[src/rtl/swd_host_pkg.sv]
package swd_host_pkg;

    localparam int WORD_W = 32;
    localparam int HDR_W  = 8;
    localparam int ACK_W  = 3;

    localparam logic [ACK_W-1:0] ACK_OK    = 3'b001;
    localparam logic [ACK_W-1:0] ACK_WAIT  = 3'b010;
    localparam logic [ACK_W-1:0] ACK_FAULT = 3'b100;

    typedef enum logic [2:0] {
        ST_IDLE,
        ST_HDR,
        ST_TRN1,
        ST_ACK,
        ST_WDATA,
        ST_RDATA,
        ST_TRN2,
        ST_DONE
    } seq_state_t;

    typedef struct packed {
        logic              ap;
        logic              rd;
        logic [1:0]        addr;
        logic [WORD_W-1:0] wdata;
    } swd_req_t;

    typedef struct packed {
        logic [ACK_W-1:0]  ack;
        logic [WORD_W-1:0] rdata;
        logic              perr;
    } swd_resp_t;

    // Header in shift order: bit 0 leaves the pin first.
    function automatic logic [HDR_W-1:0] hdr_build(input swd_req_t r);
        logic par;
        par = r.ap ^ r.rd ^ r.addr[0] ^ r.addr[1];
        return {1'b1, 1'b0, par, r.addr[1], r.addr[0], r.rd, r.ap, 1'b1};
    endfunction

    function automatic logic word_par(input logic [WORD_W-1:0] w);
        return ^w;
    endfunction

endpackage

[src/rtl/swd_clk_div.sv]
module swd_clk_div #(
    parameter int HALF_PERIOD = 1
) (
    input  logic clk,
    input  logic rst,
    input  logic run,
    output logic swclk,
    output logic rise_tick,
    output logic fall_tick
);
    logic clk_q;
    logic wrap;

    generate
        if (HALF_PERIOD <= 1) begin : g_direct
            assign wrap = run;
        end else begin : g_count
            localparam int CW = $clog2(HALF_PERIOD);
            localparam logic [CW-1:0] LAST = CW'(HALF_PERIOD - 1);
            logic [CW-1:0] cnt_q;

            assign wrap = run && (cnt_q == LAST);

            always_ff @(posedge clk) begin
                if (rst || !run) begin
                    cnt_q <= '0;
                end else if (wrap) begin
                    cnt_q <= '0;
                end else begin
                    cnt_q <= cnt_q + 1'b1;
                end
            end
        end
    endgenerate

    assign rise_tick = wrap && !clk_q;
    assign fall_tick = wrap &&  clk_q;
    assign swclk     = clk_q;

    always_ff @(posedge clk) begin
        if (rst || !run) begin
            clk_q <= 1'b0;
        end else if (wrap) begin
            clk_q <= !clk_q;
        end
    end

    // the debug clock level only moves on a divider wrap.
    assert_clock_holds_R11: assert property (@(posedge clk) disable iff (rst)
        (!rise_tick && !fall_tick) |=> $stable(swclk));

    // the clock rests low whenever the engine is not running.
    assert_idle_clock_low_R8: assert property (@(posedge clk) disable iff (rst)
        !run |-> !swclk);

endmodule

[src/rtl/swd_frame_ctrl.sv]
module swd_frame_ctrl
    import swd_host_pkg::*;
(
    input  logic      clk,
    input  logic      rst,
    input  logic      rise_tick,
    input  logic      fall_tick,
    output logic      run,
    input  logic      cmd_valid,
    output logic      cmd_ready,
    input  swd_req_t  req,
    output logic      resp_valid,
    output swd_resp_t resp,
    output logic      swdio_o,
    output logic      swdio_oe,
    input  logic      swdio_i
);
    localparam int CNT_W     = $clog2(WORD_W + 1) + 1;
    localparam int LAST_HDR  = HDR_W - 1;
    localparam int LAST_ACK  = ACK_W - 1;
    localparam int LAST_DATA = WORD_W;

    seq_state_t         state_q;
    logic [CNT_W-1:0]   cnt_q;
    logic [HDR_W-1:0]   hdr_q;
    logic [WORD_W:0]    wsh_q;
    logic [WORD_W:0]    rsh_q;
    logic [ACK_W-1:0]   ack_q;
    logic [ACK_W-1:0]   ack_next;
    logic               rd_q;
    logic               accept;
    logic               ack_ok;
    logic               drv_oe;
    logic               drv_o;

    assign cmd_ready = (state_q == ST_IDLE);
    assign accept    = cmd_valid && cmd_ready;
    assign run       = (state_q != ST_IDLE);
    assign ack_next  = {swdio_i, ack_q[ACK_W-1:1]};
    assign ack_ok    = (ack_q == ACK_OK);

    // Pin values for the slot the state machine now sits in.
    always_comb begin
        drv_oe = 1'b1;
        drv_o  = 1'b0;
        case (state_q)
            ST_HDR:   drv_o  = hdr_q[0];
            ST_WDATA: drv_o  = wsh_q[0];
            ST_TRN1, ST_ACK, ST_RDATA, ST_TRN2: drv_oe = 1'b0;
            default: ;
        endcase
    end

    always_ff @(posedge clk) begin
        if (rst) begin
            state_q    <= ST_IDLE;
            cnt_q      <= '0;
            hdr_q      <= '0;
            wsh_q      <= '0;
            rsh_q      <= '0;
            ack_q      <= '0;
            rd_q       <= 1'b0;
            swdio_o    <= 1'b0;
            swdio_oe   <= 1'b1;
            resp_valid <= 1'b0;
            resp       <= '0;
        end else begin
            resp_valid <= 1'b0;
            if (accept) begin
                hdr_q    <= hdr_build(req);
                wsh_q    <= {word_par(req.wdata), req.wdata};
                rsh_q    <= '0;
                ack_q    <= '0;
                rd_q     <= req.rd;
                cnt_q    <= '0;
                state_q  <= ST_HDR;
                swdio_o  <= 1'b1;
                swdio_oe <= 1'b1;
            end else if (rise_tick) begin
                case (state_q)
                    ST_HDR: begin
                        hdr_q <= hdr_q >> 1;
                        if (cnt_q == CNT_W'(LAST_HDR)) begin
                            cnt_q   <= '0;
                            state_q <= ST_TRN1;
                        end else begin
                            cnt_q <= cnt_q + 1'b1;
                        end
                    end
                    ST_TRN1: begin
                        cnt_q   <= '0;
                        state_q <= ST_ACK;
                    end
                    ST_ACK: begin
                        ack_q <= ack_next;
                        if (cnt_q == CNT_W'(LAST_ACK)) begin
                            cnt_q   <= '0;
                            state_q <= (ack_next == ACK_OK && rd_q) ? ST_RDATA : ST_TRN2;
                        end else begin
                            cnt_q <= cnt_q + 1'b1;
                        end
                    end
                    ST_RDATA: begin
                        rsh_q <= {swdio_i, rsh_q[WORD_W:1]};
                        if (cnt_q == CNT_W'(LAST_DATA)) begin
                            cnt_q   <= '0;
                            state_q <= ST_TRN2;
                        end else begin
                            cnt_q <= cnt_q + 1'b1;
                        end
                    end
                    ST_TRN2: begin
                        cnt_q   <= '0;
                        state_q <= (ack_ok && !rd_q) ? ST_WDATA : ST_DONE;
                    end
                    ST_WDATA: begin
                        wsh_q <= wsh_q >> 1;
                        if (cnt_q == CNT_W'(LAST_DATA)) begin
                            cnt_q   <= '0;
                            state_q <= ST_DONE;
                        end else begin
                            cnt_q <= cnt_q + 1'b1;
                        end
                    end
                    default: ;
                endcase
            end else if (fall_tick) begin
                swdio_oe <= drv_oe;
                swdio_o  <= drv_o;
                if (state_q == ST_DONE) begin
                    state_q    <= ST_IDLE;
                    resp_valid <= 1'b1;
                    resp.ack   <= ack_q;
                    resp.rdata <= (ack_ok && rd_q) ? rsh_q[WORD_W-1:0] : '0;
                    resp.perr  <= ack_ok && rd_q &&
                                  (word_par(rsh_q[WORD_W-1:0]) != rsh_q[WORD_W]);
                end
            end
        end
    end

    // pins move only on a falling debug clock or on command acceptance.
    assert_pins_move_on_fall_R8: assert property (@(posedge clk) disable iff (rst)
        (!fall_tick && !accept) |=> ($stable(swdio_oe) && $stable(swdio_o)));

    // the host never drives while the target owns the line.
    assert_line_released_R3: assert property (@(posedge clk) disable iff (rst)
        (state_q == ST_ACK || state_q == ST_RDATA) |-> !swdio_oe);

    // each response strobe lasts one cycle.
    assert_resp_pulse_R9: assert property (@(posedge clk) disable iff (rst)
        resp_valid |=> !resp_valid);

    // a parity error is only ever reported with an OK acknowledge.
    assert_perr_needs_ok_R6: assert property (@(posedge clk) disable iff (rst)
        (resp_valid && resp.perr) |-> (resp.ack == ACK_OK));

    // no command is taken while a transaction runs.
    assert_busy_not_ready_R9: assert property (@(posedge clk) disable iff (rst)
        (state_q != ST_IDLE) |-> !cmd_ready);

endmodule

[src/rtl/swd_host_engine.sv]
module swd_host_engine
    import swd_host_pkg::*;
#(
    parameter int HALF_PERIOD = 1
) (
    input  logic        clk,
    input  logic        rst,
    input  logic        cmd_valid,
    output logic        cmd_ready,
    input  logic        cmd_ap,
    input  logic        cmd_read,
    input  logic [1:0]  cmd_addr,
    input  logic [31:0] cmd_wdata,
    output logic        resp_valid,
    output logic [2:0]  resp_ack,
    output logic [31:0] resp_rdata,
    output logic        resp_perr,
    output logic        swclk,
    output logic        swdio_o,
    output logic        swdio_oe,
    input  logic        swdio_i
);
    swd_req_t  req;
    swd_resp_t resp;
    logic      run;
    logic      rise_tick;
    logic      fall_tick;

    assign req = '{ap: cmd_ap, rd: cmd_read, addr: cmd_addr, wdata: cmd_wdata};

    assign resp_ack   = resp.ack;
    assign resp_rdata = resp.rdata;
    assign resp_perr  = resp.perr;

    swd_clk_div #(
        .HALF_PERIOD (HALF_PERIOD)
    ) u_div (
        .clk       (clk),
        .rst       (rst),
        .run       (run),
        .swclk     (swclk),
        .rise_tick (rise_tick),
        .fall_tick (fall_tick)
    );

    swd_frame_ctrl u_ctrl (
        .clk        (clk),
        .rst        (rst),
        .rise_tick  (rise_tick),
        .fall_tick  (fall_tick),
        .run        (run),
        .cmd_valid  (cmd_valid),
        .cmd_ready  (cmd_ready),
        .req        (req),
        .resp_valid (resp_valid),
        .resp       (resp),
        .swdio_o    (swdio_o),
        .swdio_oe   (swdio_oe),
        .swdio_i    (swdio_i)
    );

endmodule

[config.mk]
export PLATFORM = sky130hd
export DESIGN_NAME = swd_host_engine
export DESIGN_NICKNAME = d
export VERILOG_FILES = /design/src/rtl/swd_host_pkg.sv /design/src/rtl/swd_clk_div.sv /design/src/rtl/swd_frame_ctrl.sv /design/src/rtl/swd_host_engine.sv
export SDC_FILE = /design/constraint.sdc
export NUM_CORES = 1
export LEC_CHECK = 0
export BUFFER_PORTS_ARGS = -buffer_cell sky130_fd_sc_hd__buf_2
export CELL_PAD_IN_SITES_DETAIL_PLACEMENT = 1
export CELL_PAD_IN_SITES_GLOBAL_PLACEMENT = 1
export CORE_AREA = 2 2 101 201
export CTS_CLUSTER_DIAMETER = 150
export CTS_CLUSTER_SIZE = 40
export DETAILED_ROUTE_END_ITERATION = 7
export DIE_AREA = 0 0 103 203
export GPL_TIMING_DRIVEN = 1
export PLACE_DENSITY = 0.55
export SLEW_MARGIN = 20
export SYNTH_ARGS = -nofsm -noshare
export SYNTH_HDL_FRONTEND = slang
export SYNTH_SLANG_ARGS = --single-unit
[constraint.sdc]
create_clock -name clk -period 4.5 [get_ports clk]
set_input_delay 0.225 -clock clk [delete_from_list [all_inputs] [get_ports clk]]
set_output_delay 0.225 -clock clk [all_outputs]
set_load 0.01 [all_outputs]
==> impl_metrics.tcl <==
set metrics [dict create \
    worst-r2r-cell-count 6 \
    drt-total-wl_um 16000 \
    synth_top_area_cell "dfxtp_1" \
    cts_root_buf "clkbuf_16" \
    skew_ps 7.76 \
    synth.distinct_cells 45 \
    dpl_worst_slack_ps 1620 \
    final_net_count 794 \
    clock_latency_ps 420 \
    portBuffers 80 \
    setup_slack_ps 1660 \
    clkPwrFrac_pct 37.4 \
    hp-start "swdio_i" \
    synth-simple-area-share_pct 21.0 \
    rrSetupSlack_ps 1660 \
    die_h_um 203 \
    slowest_stage "dfxtp_1" \
    hold_viol 0 \
    syn_nets 738 \
    dpl-instance-area_um2 6300 \
    status "completed" \
    crit_path_end_kind "flip-flop" \
    avgSynthCellArea_um2 8.23 \
    finalSetupViolCount 0 \
    grt.total_usage_pct 16.2 \
    hp-class "in2reg" \
    synth_area_um2 5720 \
    grt_pass1_wl_um 26200 \
    cts_buffer_depth 2 \
    die_width_um 103 \
    post-cts-setup-buffers 0 \
    drive_above_1_share_pct 16.9 \
    crit_path_frequent_cell "buf_4" \
    synth_top_family_by_area "simple AND/OR/NAND/NOR gates" \
    dr.first_iter.drc_count 156 \
    cp_max_fo 40 \
    worstSetupPathType "reg2reg" \
    ys_seq_area_share_pct 44.8 \
    syn_inst 695 \
    fin_area_um2 6810 \
    p_sw_share_pct 31.3 \
    arrival_ps 3190 \
    final_cell_mix "nand2_1, dfxtp_1, nor2_1" \
    syn2layout_area_growth_pct 19.0 \
    power.switching_mw 1.01 \
    async_reset_ff_share_pct 0 \
    power_density_nw_per_um2 476 \
    wl_per_cell_um 15.7 \
    grt_pass1_vias 5365 \
    place_congestion 0.748 \
    firstDrtPassIters 4 \
    io_pins 81 \
    fmax_ghz 0.352 \
    num-fill-cells 2392 \
    cts_max_level 4 \
    cts_tree "yes" \
    cts_buffers 17 \
    hold_buffers 0 \
    power_report.internal_total_mw 2.23 \
    overflow 0 \
    die-area_um2 20900 \
    setup_tns_ps 0 \
    synth-xor-area-share_pct 10.3 \
    rsz0062_at_grt "false" \
    ys_ff_latch 128 \
    start_kind "flip-flop" \
    slowest_delay_ps 800 \
    muxShareOfSynthArea_pct 1.77 \
    worstPathCellList "nor3_4 > nand2_1 > buf_4 > nand2b_1 > buf_4 > a21oi_1" \
    period_minus_slack_ps 2840 \
    final_util_pct 35.3 \
    synth_compound_area_share_pct 17.1 \
    seq_power_share_pct 41.1 \
    cts_sinks 128 \
    synth_ff_type "dfxtp_1" \
    coreArea_um2 19300 \
    cap_violations 0 \
    whs_ps 85.3 \
    cts.repair.resized 0 \
    final_common_cell "nand2_1" \
    p_comb_share_pct 21.5 \
    drv_slew 0 \
    drc 0 \
    postRouteAntennaNets 0 \
    via_per_inst 4.94 \
    yosysTopAreaCellShare_pct 44.8 \
    min_to "u_ctrl.rsh_q[32]" \
    worst_r2r_endpoint "u_ctrl.rsh_q[12]" \
    path_clk_slew_ps 50 \
    leakagePower_nw 2.48 \
    row_count 72 \
    tightest_slew_ps 1070 \
    min_period_over_period_pct 63.2 \
    ir_drop_v 0.000222 \
    initial_core_util_pct 29.7 \
    regToRegStartpoint "u_ctrl.state_q[2]" \
    dp.final_hpwl_um 11100 \
    grt_max_degree 82 \
    synth_edf_count 0 \
    synthAdderAreaFrac_pct 0.656 \
    antenna_found_initial 0 \
    num_antenna_cells 0 \
    slew_headroom_pct 28.6 \
    crit_required_ps 4850 \
    yosysWarnings 0 \
    vias 5024 \
    synth_top_cells_by_area "dfxtp_1, nand2_1, xnor2_1" \
    holdPathStages 3 \
]
-- critical path: cells and delay by family (launching register included) --
kind            cells  cell delay [ps]
compound gates      1              160
buf+inv             2              860
flops               1              800
simple gates        3              920
-- sequential cells by signal (all words and copies together), names as in the netlist --
register / count
u_ctrl.wsh_q: 33
u_ctrl.rsh_q: 33
u_ctrl.ack_q: 3
u_ctrl.hdr_q: 8
u_ctrl.swdio_oe: 1
u_div.swclk: 1
u_ctrl.swdio_o: 1
u_ctrl.state_q: 3
u_ctrl.resp_valid: 1
u_ctrl.rd_q: 1
u_ctrl.resp: 36
u_ctrl.cnt_q: 7
-- metrics by stage --
stage	power, mW	cells
global placement	2.04	991
detailed placement	2.06	991
CTS	3.30	1018
global route	3.44	1018
finish	3.24	1018
floorplan	1.86	695
-- routing by layer --
metal | wire length (um) | global-route usage [%] | vias up | part of all wire (%)
li1 | - | - | 2458 | -
met1 | 6230 | 15.9 | 2459 | 39
met2 | 8920 | 31.0 | 83 | 56
met3 | 532 | 3.68 | 24 | 3.3
met4 | 322 | 6.58 | 0 | 2.0
met5 | 0 | 0 | - | 0
-- area by class of cell --
| cell class | instances | area [um2] | area share [%] |
|---|---|---|---|
| clock inverter | 6 | 38.8 | 0.570 |
| multi-input combinational | 511 | 2930 | 43.1 |
| inverter | 5 | 18.8 | 0.276 |
| tap | 259 | 324 | 4.76 |
| clock buffer | 21 | 470 | 6.91 |
| sequential | 128 | 2560 | 37.6 |
| timing repair buffer | 88 | 460 | 6.76 |
-- Yosys cell counts (5+ instances only) --
cell      number
a311oi_1      32
inv_1          5
nand2_1      152
nand3_1        7
nor2_1        97
xnor2_1       57
nor3_1         5
a211oi_1       5
or3_1          5
clkbuf_1      33
o21ai_0        9
dfxtp_1      128
a22oi_1       34
xor2_1         8
buf_1          5
mux2i_1        9
buf_2         10
a21oi_1       50
-- power by group through the flow --
stage	registers, mW	logic, mW	clock network [mW]
2_1_floorplan	1.32	0.548	0
3_3_place_gp	1.35	0.688	0
3_5_place_dp	1.36	0.709	0
4_1_cts	1.33	0.714	1.26
5_1_grt	1.35	0.786	1.30
6_report	1.33	0.696	1.21
-- worst max-delay path by stage --
stage	startpoint	slack (ps)	end	depth (start not counted)
detailed placement	u_ctrl.state_q[2]	1620	u_ctrl.rsh_q[12]	6
CTS	u_ctrl.state_q[2]	1610	u_ctrl.rsh_q[21]	6
floorplan	u_ctrl.cnt_q[1]	2600	u_ctrl.cnt_q[5]	8
finish	u_ctrl.state_q[2]	1660	u_ctrl.rsh_q[12]	6
global route	u_ctrl.state_q[2]	1370	u_ctrl.rsh_q[21]	6
global placement	u_ctrl.state_q[2]	1780	u_ctrl.rsh_q[20]	6
-- cells by family after synthesis --
| group | count (synthesis) |
|---|---|
| AOI/OAI and AO/OA | 143 |
| xor gates and xnor gates | 66 |
| and+or+nand+nor | 289 |
| adders and majority gates | 3 |
| DFF | 128 |
| buffers and inverters | 56 |
| muxes | 10 |
Power figures use the tool's default switching activity.
